[config.mk]
export PLATFORM = sky130hd
export DESIGN_NAME = preadd_mul_alu_slice
export DESIGN_NICKNAME = d
export VERILOG_FILES = /design/src/rtl/preadd_mul_alu_slice.sv
export SDC_FILE = /design/constraint.sdc
export NUM_CORES = 2
export LEC_CHECK = 0
export BUFFER_PORTS_ARGS = -buffer_cell sky130_fd_sc_hd__buf_2
export CAP_MARGIN = 10
export CORE_MARGIN = 2
export CORE_UTILIZATION = 59
export CTS_BUF_LIST = sky130_fd_sc_hd__clkbuf_8
export DETAILED_ROUTE_END_ITERATION = 12
export GPL_TIMING_DRIVEN = 0
export HOLD_SLACK_MARGIN = 0.05
export PLACE_DENSITY_LB_ADDON = 0.12
export SYNTH_ARGS = -nofsm -noshare
export SYNTH_HDL_FRONTEND = slang
export SYNTH_SLANG_ARGS = --single-unit
export TNS_END_PERCENT = 30
[constraint.sdc]
create_clock -name clk -period 6.1 [get_ports clk]
set_clock_uncertainty 0.15 [all_clocks]
set_input_delay 0.915 -clock clk [delete_from_list [all_inputs] [get_ports clk]]
set_output_delay 0.915 -clock clk [all_outputs]
set_load 0.1 [all_outputs]
[src/rtl/preadd_mul_alu_slice.sv]
module preadd_mul_alu_slice #(
  parameter int AW = 25,
  parameter int BW = 18,
  parameter int CW = 48,
  parameter int PW = 48
) (
  input  logic                 clk,
  input  logic                 rst_n,
  input  logic                 cfg_pre_en,
  input  logic                 cfg_pre_sub,
  input  logic                 cfg_mul_en,
  input  logic [1:0]           cfg_alu_op,
  input  logic                 in_valid,
  input  logic signed [AW-1:0] a_in,
  input  logic signed [AW-1:0] d_in,
  input  logic signed [BW-1:0] b_in,
  input  logic signed [CW-1:0] c_in,
  output logic                 out_valid,
  output logic signed [PW-1:0] p_out
);

  localparam int XW = AW + 1;
  localparam int MW = XW + BW;

  // stage 1: operand registers
  logic signed [AW-1:0] a1, d1;
  logic signed [BW-1:0] b1;
  logic signed [CW-1:0] c1;
  logic                 v1;

  // stage 2: pre-adder register (used only when cfg_pre_en)
  logic signed [XW-1:0] x2;
  logic signed [BW-1:0] b2;
  logic signed [CW-1:0] c2;
  logic                 v2;

  // stage 3: multiplier register
  logic signed [PW-1:0] m3, c3;
  logic                 v3;

  logic signed [XW-1:0] pre_sum, x_sel;
  logic signed [BW-1:0] b_sel;
  logic signed [CW-1:0] c_sel;
  logic                 v_sel;
  logic signed [MW-1:0] prod;
  logic signed [PW-1:0] m_next, alu_next;

  assign pre_sum = cfg_pre_sub ? (XW'(d1) - XW'(a1)) : (XW'(d1) + XW'(a1));

  assign x_sel = cfg_pre_en ? x2 : XW'(a1);
  assign b_sel = cfg_pre_en ? b2 : b1;
  assign c_sel = cfg_pre_en ? c2 : c1;
  assign v_sel = cfg_pre_en ? v2 : v1;

  assign prod   = MW'(x_sel) * MW'(b_sel);
  assign m_next = cfg_mul_en ? PW'(prod) : PW'(x_sel);

  always_comb begin
    case (cfg_alu_op)
      2'd0:    alu_next = m3;
      2'd1:    alu_next = m3 + c3;
      2'd2:    alu_next = m3 - c3;
      default: alu_next = c3 - m3;
    endcase
  end

  always_ff @(posedge clk or negedge rst_n) begin
    if (!rst_n) begin
      a1 <= '0; d1 <= '0; b1 <= '0; c1 <= '0; v1 <= 1'b0;
      x2 <= '0; b2 <= '0; c2 <= '0; v2 <= 1'b0;
      m3 <= '0; c3 <= '0; v3 <= 1'b0;
      p_out <= '0; out_valid <= 1'b0;
    end else begin
      a1 <= a_in; d1 <= d_in; b1 <= b_in; c1 <= c_in; v1 <= in_valid;
      x2 <= pre_sum; b2 <= b1; c2 <= c1; v2 <= v1;
      m3 <= m_next; c3 <= PW'(c_sel); v3 <= v_sel;
      p_out <= alu_next; out_valid <= v3;
    end
  end

  // edges seen since reset, saturating; keeps $past windows inside reset history
  logic [2:0] edges;
  always_ff @(posedge clk or negedge rst_n) begin
    if (!rst_n) edges <= '0;
    else if (edges != 3'd7) edges <= edges + 3'd1;
  end

  AST_QUIET_AFTER_RESET: assert property (@(posedge clk) disable iff (!rst_n)
    (edges < 3'd2) |-> !out_valid);

  AST_LATENCY_PRE: assert property (@(posedge clk) disable iff (!rst_n)
    (edges >= 3'd4 && cfg_pre_en) |-> (out_valid == $past(in_valid, 4)));

  AST_LATENCY_BYPASS: assert property (@(posedge clk) disable iff (!rst_n)
    (edges >= 3'd3 && !cfg_pre_en) |-> (out_valid == $past(in_valid, 3)));

  AST_PASS_THROUGH_A: assert property (@(posedge clk) disable iff (!rst_n)
    (edges >= 3'd3 && out_valid && !cfg_pre_en && !cfg_mul_en && cfg_alu_op == 2'd0)
      |-> (p_out == PW'($signed($past(a_in, 3)))));

endmodule

== After elaboration in Yosys (flattened, before gate mapping) ==
Cells that the tools add are included.
Operators by class
  multiply operators: 1
  shifts and indexed selects: 0
  multiplexer cells: 7
  equality and inequality tests: 2
  magnitude comparators: 0
  add/subtract/negate cells: 5
  div/mod/pow operators: 0
  reductions and logical operators: 1
  bitwise gates (word level): 0
Operators with widths (count)
  $pmux 48 s3: 1
  $mux 48: 2
  $sub 48x48->48: 2
  $mux 26: 2
  $add 48x48->48: 1
  $mul 26x18->44: 1
  $add 25x25->26: 1
  $sub 25x25->26: 1
  $mux 18: 1
  $eq 2x1->1 const B: 1
  $eq 2x2->1 const B: 1
  $logic_not 2->1: 1
  $mux 1: 1
Storage, ports and cells
  memory bits (writable): 0
  input port bits: 124
  latch bits: 0
  output and inout bits: 49
  memory bits (read-only): 0
  word-level logic and storage cells: 30
  memories: 0
  flip-flop bits (word level): 356

== Depth between registers and ports, before layout ==
  word-level depth: 3
  mapped depth: 30
  depth with buffers taken out: 27

== Worst setup path after synthesis ==
Ideal clock, no wire load.
  path type: input -> register
  from: input cfg_pre_en
  to: register m3[42]
  buffers on the path: 3
  data arrival time: 7777 ps
  stages: 26
  library setup time: 126 ps
  required time: 5824 ps
  setup slack: -1953 ps
  cell sequence: clkbuf_1 buf_1 buf_1 mux2i_1 nor2_1 fa_1 inv_1 fa_1 fa_1 inv_1 fa_1 fa_1 inv_1 fa_1 inv_1 ha_1 a21oi_1 o211ai_1 a21oi_1 o2bb2ai_1 nor2_1 nand2_1 a31o_2 a211oi_1 nor3_1 a311o_1
Between the ends
  longest elaborated chain between the ends: 3
  elaborated cells on any way between the ends: 4
  those cells by class: mul (1); mux (3)
RTL lines
  start, declared: line 9  | input logic cfg_pre_en,
  $mux 26 or $mux 18 (tied branches): line 50, 51
  $mul 26x18->44: line 55  | assign prod = MW'(x_sel) * MW'(b_sel);
  $mux 48 *: line 56  | assign m_next = cfg_mul_en ? PW'(prod) : PW'(x_sel);
  via m_next[42]: line 46  | logic signed [PW-1:0] m_next, alu_next;
  end signal, assigned: line 76  | m3 <= m_next; c3 <= PW'(c_sel); v3 <= v_sel;
  end, declared: line 38  | logic signed [PW-1:0] m3, c3;
The timed path passes the listed nets; every way through them passes the cells marked *.

== Worst setup path after layout ==
  from: input cfg_pre_en
  to: register m3[46]
Between the ends
  longest elaborated chain between the ends: 3
  elaborated cells on any way between the ends: 4
  those cells by class: mul (1); mux (3)
RTL lines (line)
  $mux 26 or $mux 18 (tied branches): 50, 51
  $mul 26x18->44: 55
  $mux 48 *: 56
Mark *: on every way between the ends. The rest lies on a longest branch, timed or not.

==> run metrics <==
status finished, violations left; failing checks negative setup slack; Synth async-reset ratio 100%; Die Width 249 µm; die height 249 µm; Die Footprint 0.0621 mm²; vias in the first global route 29200; detailed-route DRC error count 0; Slew Limit Headroom 27.7%; Core ar. 0.0592 mm²; Final HPWL DP 80400 µm; total grt overflow 0; Final Max Tran Viols 0; DP Area 0.0385 mm²; number of enable flip-flop cells after synthesis 0; First DRT Iteration DRCs 2266; Seq/Total Area, Yosys 24.8%; Fmax 144 MHz; fin area 0.0423 mm²; Top-Level Pins 173; Layout area overhead 19.2%; initial antenna violation count 1; clk_lat worst skew 0.70 ns; first-pass GRT wire length 162000 µm; Worst Slack Setup Final -0.839 ns; first-pass detailed-route iteration total 5; Initial Util 59.9%; final hold violation count 0; syn avg cell area 9.47 µm²; CP required 6.51 ns; final setup vio count 27; MaxCap Viol Count 0; filler cell count 4504; port bufs 170; Buf+Inv Stages, Crit Path 12; Post-Synthesis Cells 3746; CP max stage delay 0.58 ns; Final nets 4953; final WL 103000 µm; Tot GR Track Use 33.8%; CTS Buf Count 57; final setup TNS -13.40 ns; DP Worst Slack -2.29 ns; Mapped Nets 4563; clock buffer depth 3; Startpoint Class primary input; pin count of the biggest net entering global routing 121; layout cell share with drive strength beyond 1 20.3%; vias per inst 5.72; Syn Std Cell Area 0.0355 mm²; GPL Wtd Cong 1.00; CTS tree built; worst-margin pin slew 1.06 ns; Final Critical Period 6.94 ns; CP Class primary input to flop; Post-synth top flop dfrtp_1; Crit-path slowest cell fa_2; HP Class primary input to flop; Vias 28300; Layout Utilization 71.4%; CP Max Fanout 7; placement row count 89; crit end category flop; H-tree levels 2; routed len/inst 20.9 µm; CTS clk-pin slew, worst paths 0.06 ns; Seq cells post-synth 352; Yosys cell types 84; crit-path leading delay family adder cells; Routed Antenna Nets 0; yosys warns 0; Data arrival, critical path 7.35 ns; Tcrit/Tclk final 114%; clk root buf clkbuf_8; CTS Sinks 352; RSZ-0062 raised after global routing yes
-- synth_stat cells (5+ instances only) --
cell type,count,area [µm²]
and3_1,29,181
and2_1,17,106
a31o_2,6,52.6
a21oi_1,249,1250
mux2i_1,42,420
a311oi_1,5,43.8
or3_1,11,68.8
xor2_1,72,631
nand4_1,21,131
xnor2_1,146,1280
dfrtp_1,352,8810
fa_1,460,9210
nor2b_1,18,113
o21bai_1,23,173
mux2_2,92,1040
nor2_1,322,1210
nand2b_1,18,113
nand2_1,402,1510
o31a_1,5,43.8
a21o_1,83,623
o211ai_1,16,120
inv_1,607,2280
nand3_1,30,150
clkbuf_1,109,409
nor4_1,8,50.1
buf_2,9,45.0
o21ai_1,12,60.1
ha_1,233,2920
a211oi_1,17,128
a31oi_1,17,106
a41oi_1,5,43.8
a211o_1,7,61.3
o21a_1,30,225
o31ai_1,6,45.0
nor3_1,46,230
buf_1,15,56.3
a22oi_1,7,52.6
a221oi_1,42,368
o21ai_0,81,405
-- cell type report --
class | instances | area (µm²) | share of cell area, %
diodes | 1 | 2.50 | 0.00591
plain buffers | 129 | 1120 | 2.64
clock buffers | 71 | 977 | 2.31
clock inverters | 30 | 254 | 0.600
inverters | 608 | 2290 | 5.41
multi-input cells | 2652 | 25300 | 59.9
flip-flops and latches | 352 | 8820 | 20.8
well taps | 773 | 967 | 2.29
repair buffers | 336 | 2550 | 6.03
-- worst paths after layout --
path	start	to	slack [ns]	depth (start not counted)
hold / removal	d_in[22]	d1[22]$_DFF_PN0_	0.16	1
hold reg to reg	v3$_DFF_PN0_	out_valid$_DFF_PN0_	0.21	0
setup / recovery	cfg_pre_en	m3[46]$_DFF_PN0_	-0.84	29
setup reg to reg	b1[17]$_DFF_PN0_	m3[46]$_DFF_PN0_	-0.81	22
max in group asynchronous	rst_n	a1[20]$_DFF_PN0_	3.91	4
min in group asynchronous	rst_n	c1[10]$_DFF_PN0_	0.53	2
-- routing by layer --
metal | GRT usage, % | vias up | part of all wire (%)
met4 | 19.5 | 0 | 6.4
met1 | 43.9 | 13900 | 40
li1 | - | 12900 | -
met3 | 5.76 | 308 | 8.1
met5 | 0 | - | 0
met2 | 53.8 | 1234 | 46
-- kinds of logic (layout without fill, tap and decap cells) --
| logic type | after synthesis | count (layout) | share of synthesized area (%) |
|---|---|---|---|
| buf+inv | 742 | 1174 | 7.90 |
| xor+xnor | 219 | 219 | 5.46 |
| fa+ha+maj | 693 | 693 | 34.2 |
| flops | 352 | 352 | 24.8 |
| compound gates | 656 | 656 | 11.9 |
| mux | 135 | 135 | 4.14 |
| other cells | 0 | 1 | 0 |
| simple gates | 949 | 949 | 11.6 |
-- flip-flops by register name, indices dropped and copies added (netlist names), 18 cells and up --
register	flops
b2	18
c1	48
c3	48
d1	25
x2	26
b1	18
c2	48
a1	25
p_out	48
m3	44
-- through the flow --
| stage | hold slack (ns) | std cells |
|---|---|---|
| 2_1_floorplan | 0.181 | 3746 |
| 6_report | 0.160 | 4952 |
| 3_5_place_dp | 0.186 | 4692 |
| 3_3_place_gp | 0.183 | 4689 |
| 5_1_grt | 0.129 | 4952 |
| 4_1_cts | 0.114 | 4929 |
-- timing repair --
action / CTS / global route
endpoints found under the hold margin: 36 / 0
gates cloned: 7 / 0
setup endpoints to repair: 29 / 30
resized for setup: 233 / 38
setup buffers: 132 / 23
hold buffers: 1 / 0
pin swaps: 76 / 40
-- cell usage in the layout (no fill, tap or decap), types with 72 or more instances in the layout --
master and count:
buf_2 178, a21o_1 83, xnor2_1 146, a21oi_1 229, nand2_1 389, fa_1 426, nor2_1 297, inv_1 593
dfrtp_1 341, ha_1 207, buf_4 130, xor2_1 72, clkbuf_8 97
Power is not shown: default switching activity piles up to over one toggle a cycle in this logic, so the estimate is an artifact.
